### config.mk
export PLATFORM = sky130hd
export DESIGN_NAME = pulse_swallow_div
export DESIGN_NICKNAME = d
export VERILOG_FILES = /design/src/rtl/psd_pkg.sv /design/src/rtl/psd_prescaler.sv /design/src/rtl/psd_counters.sv /design/src/rtl/pulse_swallow_div.sv
export SDC_FILE = /design/constraint.sdc
export NUM_CORES = 1
export LEC_CHECK = 0
export BUFFER_PORTS_ARGS = -buffer_cell sky130_fd_sc_hd__buf_2
export CORE_MARGIN = 2
export CORE_UTILIZATION = 45
export CTS_CLUSTER_DIAMETER = 120
export DETAILED_ROUTE_END_ITERATION = 7
export PLACE_DENSITY = 0.7
export SKIP_CTS_REPAIR_TIMING = 1
export SLEW_MARGIN = 20
export SYNTH_ARGS = -nofsm -noshare
export SYNTH_HDL_FRONTEND = slang
export SYNTH_SLANG_ARGS = --single-unit
### constraint.sdc
create_clock -name clk_fast -period 2.1 [get_ports clk_fast]
set_input_delay 0.315 -clock clk_fast [delete_from_list [all_inputs] [get_ports clk_fast]]
set_output_delay 0.315 -clock clk_fast [all_outputs]
set_load 0.01 [all_outputs]
### src/rtl/psd_pkg.sv
package psd_pkg;
   typedef enum logic [1:0] {PS_8 = 2'd0, PS_16 = 2'd1, PS_32 = 2'd2, PS_64 = 2'd3} psel_e;

   localparam int unsigned CORE_BASE = 4;

   function automatic int unsigned low_modulus(input psel_e s);
      return 32'd8 << s;
   endfunction
endpackage

### src/rtl/psd_prescaler.sv
module psd_prescaler
   import psd_pkg::*;
#(
   parameter int unsigned GRP_W = 4
) (
   input  logic  clk,
   input  logic  rst_n,
   input  psel_e psel,
   input  logic  mc,
   output logic  tick
);
   localparam int unsigned CORE_W = 3;
   localparam int unsigned CYC_W  = 7;

   if (GRP_W < 4) begin : g_bad_grp
      $error("GRP_W must be at least 4 to reach the 64/65 modulus");
   end

   logic [CORE_W-1:0] core_q;
   logic [GRP_W-1:0]  grp_q;
   logic [GRP_W-1:0]  grp_last;
   logic              last_grp, core_wrap;
   logic [CORE_W-1:0] core_term;

   always_comb begin
      case (psel)
         PS_8:    grp_last = GRP_W'(1);
         PS_16:   grp_last = GRP_W'(3);
         PS_32:   grp_last = GRP_W'(7);
         default: grp_last = GRP_W'(15);
      endcase
   end

   assign last_grp  = (grp_q == grp_last);
   assign core_term = (last_grp && mc) ? CORE_W'(CORE_BASE) : CORE_W'(CORE_BASE - 1);
   assign core_wrap = (core_q == core_term);
   assign tick      = core_wrap && last_grp;

   always_ff @(posedge clk) begin
      if (!rst_n) begin
         core_q <= '0;
         grp_q  <= '0;
      end else if (core_wrap) begin
         core_q <= '0;
         grp_q  <= last_grp ? '0 : grp_q + 1'b1;
      end else begin
         core_q <= core_q + 1'b1;
      end
   end

   logic [CYC_W-1:0] cyc_q;
   always_ff @(posedge clk) begin
      if (!rst_n)    cyc_q <= '0;
      else if (tick) cyc_q <= '0;
      else           cyc_q <= cyc_q + 1'b1;
   end


   presc_len_chk: assert property (@(posedge clk) disable iff (!rst_n)
      tick |-> (32'(cyc_q) + 1 == low_modulus(psel) + (mc ? 32'd1 : 32'd0)));


   core_range_chk: assert property (@(posedge clk) disable iff (!rst_n)
      core_q <= CORE_W'(CORE_BASE));
endmodule

### src/rtl/psd_counters.sv
module psd_counters #(
   parameter int unsigned A_W   = 6,
   parameter int unsigned B_W   = 13,
   parameter int unsigned RST_A = 0,
   parameter int unsigned RST_B = 3
) (
   input  logic           clk,
   input  logic           rst_n,
   input  logic           tick,
   input  logic [A_W-1:0] a_init,
   input  logic [B_W-1:0] b_init,
   output logic           terminal,
   output logic           mc
);
   logic [A_W-1:0] a_q;
   logic [B_W-1:0] b_q;

   assign terminal = tick && (b_q == B_W'(1));
   assign mc       = (a_q != '0);

   always_ff @(posedge clk) begin
      if (!rst_n) begin
         a_q <= A_W'(RST_A);
         b_q <= B_W'(RST_B);
      end else if (tick) begin
         if (b_q == B_W'(1)) begin
            a_q <= a_init;
            b_q <= b_init;
         end else begin
            b_q <= b_q - 1'b1;
            if (a_q != '0) a_q <= a_q - 1'b1;
         end
      end
   end


   main_nonzero_chk: assert property (@(posedge clk) disable iff (!rst_n)
      b_q != '0);


   swallow_hold_chk: assert property (@(posedge clk) disable iff (!rst_n)
      (!mc && !terminal) |=> !mc);
endmodule

### src/rtl/pulse_swallow_div.sv
module pulse_swallow_div
   import psd_pkg::*;
#(
   parameter int unsigned A_W       = 6,
   parameter int unsigned B_W       = 13,
   parameter int unsigned B_MIN     = 3,
   parameter int unsigned RST_SEL   = 0,
   parameter int unsigned RST_A     = 0,
   parameter int unsigned RST_B     = 3,
   parameter bit          REG_PULSE = 1'b1
) (
   input  logic           clk_fast,
   input  logic           rst_n,
   input  logic [1:0]     mod_sel,
   input  logic [A_W-1:0] swallow_val,
   input  logic [B_W-1:0] main_val,
   input  logic           load,
   output logic           div_pulse,
   output logic           mod_ctrl
);
   localparam int unsigned GRP_W = 4;
   localparam int unsigned PER_W = B_W + 7;

   if (B_MIN < 1 || RST_B < B_MIN) begin : g_bad_min
      $error("B_MIN must be nonzero and RST_B must not be below it");
   end
   if (RST_A > RST_B) begin : g_bad_rst
      $error("reset swallow value exceeds reset main value");
   end

   logic [B_W-1:0] b_clamped;
   assign b_clamped = (main_val < B_W'(B_MIN)) ? B_W'(B_MIN) : main_val;

   psel_e          pend_sel, act_sel, src_sel;
   logic [A_W-1:0] pend_a, act_a, src_a;
   logic [B_W-1:0] pend_b, act_b, src_b;
   logic           tick, terminal;

   assign src_sel = load ? psel_e'(mod_sel) : pend_sel;
   assign src_a   = load ? swallow_val : pend_a;
   assign src_b   = load ? b_clamped : pend_b;

   always_ff @(posedge clk_fast) begin
      if (!rst_n) begin
         pend_sel <= psel_e'(RST_SEL);
         pend_a   <= A_W'(RST_A);
         pend_b   <= B_W'(RST_B);
         act_sel  <= psel_e'(RST_SEL);
         act_a    <= A_W'(RST_A);
         act_b    <= B_W'(RST_B);
      end else begin
         if (load) begin
            pend_sel <= psel_e'(mod_sel);
            pend_a   <= swallow_val;
            pend_b   <= b_clamped;
         end
         if (terminal) begin
            act_sel <= src_sel;
            act_a   <= src_a;
            act_b   <= src_b;
         end
      end
   end

   psd_prescaler #(.GRP_W(GRP_W)) u_presc (
      .clk  (clk_fast),
      .rst_n(rst_n),
      .psel (act_sel),
      .mc   (mod_ctrl),
      .tick (tick)
   );

   psd_counters #(.A_W(A_W), .B_W(B_W), .RST_A(RST_A), .RST_B(RST_B)) u_cnt (
      .clk     (clk_fast),
      .rst_n   (rst_n),
      .tick    (tick),
      .a_init  (src_a),
      .b_init  (src_b),
      .terminal(terminal),
      .mc      (mod_ctrl)
   );

   if (REG_PULSE) begin : g_reg_pulse
      logic pulse_q;
      always_ff @(posedge clk_fast) begin
         if (!rst_n) pulse_q <= 1'b0;
         else        pulse_q <= terminal;
      end
      assign div_pulse = pulse_q;
   end else begin : g_comb_pulse
      assign div_pulse = terminal;
   end

   logic [PER_W-1:0] per_q;
   logic [PER_W-1:0] n_act;
   assign n_act = PER_W'(act_b) * (PER_W'(8) << act_sel) + PER_W'(act_a);

   always_ff @(posedge clk_fast) begin
      if (!rst_n)        per_q <= '0;
      else if (terminal) per_q <= '0;
      else               per_q <= per_q + 1'b1;
   end


   period_len_chk: assert property (@(posedge clk_fast) disable iff (!rst_n)
      terminal |-> (per_q + 1'b1 == n_act));


   pulse_width_chk: assert property (@(posedge clk_fast) disable iff (!rst_n)
      div_pulse |=> !div_pulse);


   ab_order_chk: assert property (@(posedge clk_fast) disable iff (!rst_n)
      load |-> (B_W'(swallow_val) <= b_clamped));


   stage_hold_chk: assert property (@(posedge clk_fast) disable iff (!rst_n)
      !$past(terminal) |-> $stable(act_b));
endmodule

==> results.cfg <==
[status]
outcome = finished, final reports clean

[min_path]
whs_path_depth = 3
min-delay-path-class = input port to flip-flop

[layout]
diodes = 0
final_design_area_no_fill_um2 = 3290
flow.area_growth_from_synthesis_pct = 23.7
finish.utilization_pct = 56.6
post_route_cells_drive_above_1_share_pct = 26.7
final_net_count = 385
multi_input_area_um2 = 1590
layout.filler_cells = 522
seqCellArea_um2 = 1000

[floorplan]
die-width_um = 80.9
fp.coreArea_um2 = 5820
floorplan.rows = 28
start_util_pct = 45.7
ios = 26
die_area_um2 = 6540
die-height_um = 80.9

[synth]
syn-instance-count = 307
synthTopCellsByArea = sky130_fd_sc_hd__dfxtp_1, sky130_fd_sc_hd__mux2i_1, sky130_fd_sc_hd__a21oi_1
synth_nets = 337
netlist-cell-type-count = 58
synth-warning-count = 0
flop_and_latch_count_out_of_synthesis = 50
post-synth-top-area-fraction_pct = 37.6
syn_area_per_cell_um2 = 8.66
syn_area_um2 = 2660
synth-async-reset-ratio_pct = 0
synth.largest_area_cell = sky130_fd_sc_hd__dfxtp_1
synth_enable_flop_cells = 0
synth.yosys.seq_area_share_pct = 37.6
synthFlopType = sky130_fd_sc_hd__dfxtp_1

[power]
power_density_nw_per_um2 = 599
static-leakage-power_nw = 1.30
irDropWorstVdd_v = 0.000341

[setup_path]
regToRegEndpoint = u_cnt.b_q[4]
critical_path.endpoint_type = flip-flop
setup.worst_path.class = flip-flop to flip-flop
cp_num_cells = 8
critical_path.startpoint = u_cnt.a_q[5]
ff2ff_path_depth = 8
timing.critical_path.cells = nor4_2 > buf_4 > and3_2 > o221ai_2 > buf_4 > buf_4 > a211o_1 > a21oi_1
cp.buffers_inverters = 3
critical_path.slowest_cell = sky130_fd_sc_hd__dfxtp_1
internal_reg_to_reg_setup_slack_ps = 80
crit_path_frequent_cell = sky130_fd_sc_hd__buf_4
timing.critical_path.from_type = flip-flop
critical_path.max_stage_delay_ps = 340
rr_startpoint = u_cnt.a_q[5]
endpoint = u_cnt.b_q[4]
critical_path_arrival_ps = 2260
critical_path_peak_fanout = 9
critical_path_required_ps = 2330
crit_family = simple AND/OR/NAND/NOR gates

[timing]
finalMaxSlewViolations = 0
layout_min_cycle_time_ps = 2020
worst-slew-pin-transition_ps = 688
setup-tns-final_ps = 0
fin_worst_skew_ps = 11.1
max-slew-margin-rel_pct = 53.6
post-route-period-util_pct = 96.3
setup_ws_ps = 78.2
hold_viol_final = 0
grt_setup_unrepaired = no
setup_viol = 0
max_clock_freq_mhz = 495

[clocking]
cts_tree = built
cts-root-buf = sky130_fd_sc_hd__clkbuf_8
cts_sinks = 50
clk_transition_reported_paths_ps = 90
clock_tree.buffer_depth = 2
cts_h_tree_depth = 2
cts_made_buffers = 5
clkLatencyLatePin_ps = 310

[global_routing]
maximum_number_of_pins_on_one_net_before_global_route_repair = 24
overall_global_routing_resource_usage_pct = 21.7
vias_in_the_first_global_route = 2434
grt_antenna_before_repair = 0
grt_first_pass_wirelength_um = 11200
globalRoute.totalOverflow = 0

[detailed_routing]
vias = 2497
viasPerCell = 5.79
drt_first_iter_violations = 103
routed_wire_length_per_instance_um = 15.6
detail-route-antenna-nets = 0
route.detailed.drc = 0
detailedRoute.firstPassIterationCount = 4
wl_um = 6710

[placed_design]
place_congestion = 0.870
dpl.hpwl_um = 4750
post_dp_cell_area_um2 = 3040
place.port_buffers = 25
post-place-ws_ps = 12.8

[job]
maxCapViolCount = 0
[metal layers]
layer	global-route usage [%]	part of all wire, %	vias to the layer above
li1	-	-	1249
met3	4.22	3.8	8
met4	6.27	1.0	0
met2	37.9	51	62
met1	27.2	45	1178
met5	0	0	-
[registers in the layout (all words and copies together), names as in the netlist]
| signal | flops |
|---|---|
| u_presc.grp_q | 4 |
| u_presc.core_q | 3 |
| pend_b | 13 |
| pend_a | 6 |
| pend_sel | 2 |
| u_cnt.b_q | 13 |
| u_cnt.a_q | 6 |
| act_sel | 2 |
| div_pulse | 1 |
[final cells by class]
class	instances	share of cell area, %
flip-flops and latches	50	30.4
clock inverters	2	1.83
repair buffers	61	12.7
clock buffers	6	2.51
inverters	11	1.25
multi-input cells	226	48.4
well taps	75	2.85
[synthesized netlist by cell type, drive strengths merged (3+ instances only)]
library cell / number
nor2: 30
nor4: 5
or3: 4
a22oi: 4
mux2i: 21
and3: 4
nand4: 3
clkbuf: 10
a21oi: 24
dfxtp: 50
o21a: 3
inv: 11
a31oi: 9
nand3: 9
o21ai: 24
o211ai: 5
buf: 10
nor3: 14
ha: 6
a2111oi: 3
a211oi: 3
a31o: 3
a211o: 3
nand2: 12
[placed cells by master (no fill, tap or decap), types with 6 or more instances in the layout]
cell type,instances
sky130_fd_sc_hd__clkbuf_8,6
sky130_fd_sc_hd__a31oi_1,8
sky130_fd_sc_hd__a21oi_1,23
sky130_fd_sc_hd__inv_1,11
sky130_fd_sc_hd__nand3_1,9
sky130_fd_sc_hd__mux2i_1,21
sky130_fd_sc_hd__nand2_1,12
sky130_fd_sc_hd__dfxtp_1,50
sky130_fd_sc_hd__buf_4,33
sky130_fd_sc_hd__nor3_1,7
sky130_fd_sc_hd__nor3_2,6
sky130_fd_sc_hd__buf_2,25
sky130_fd_sc_hd__nor2_1,29
sky130_fd_sc_hd__o21ai_0,11
sky130_fd_sc_hd__o21ai_1,13
[metrics by stage]
stage | power (W) | hold slack, ps | instances
6_report | 0.00197 | 268 | 431
4_1_cts | 0.00198 | 270 | 428
3_5_place_dp | 0.00115 | 476 | 420
2_1_floorplan | 0.00110 | 448 | 307
5_1_grt | 0.00205 | 284 | 431
3_3_place_gp | 0.00115 | 475 | 420
[how the worst min path moves through the flow]
stage / end / startpoint
6_report: pend_a[4] / swallow_val[4]
5_1_grt: pend_sel[1] / mod_sel[1]
4_1_cts: pend_a[4] / swallow_val[4]
3_5_place_dp: u_cnt.b_q[9] / u_cnt.b_q[9]
3_3_place_gp: u_cnt.b_q[9] / u_cnt.b_q[9]
2_1_floorplan: u_cnt.b_q[9] / u_cnt.b_q[9]
[power by group]
part	internal [W]	switching (W)
logic	0.0000595	0.0000849
registers	0.000977	0.0000155
clock network	0.000508	0.000325
total	0.00154	0.000426
[logic make-up after synthesis]
| family | count (synthesis) | share of synthesized area [%] |
|---|---|---|
| AO/OA/AOI/OAI | 101 | 25.5 |
| XOR/XNOR | 2 | 0.659 |
| adder cells (fa/ha/maj) | 6 | 2.82 |
| buffers and inverters | 31 | 5.22 |
| flip-flops | 50 | 37.6 |
| multiplexers | 22 | 8.33 |
| AND/OR/NAND/NOR | 95 | 19.8 |
[worst min-delay path: stages]
cell                      delay, ps
sky130_fd_sc_hd__buf_2           70
sky130_fd_sc_hd__mux2i_1         70
sky130_fd_sc_hd__nor2_1          80
No activity file was read; power rests on OpenSTA's default activity.
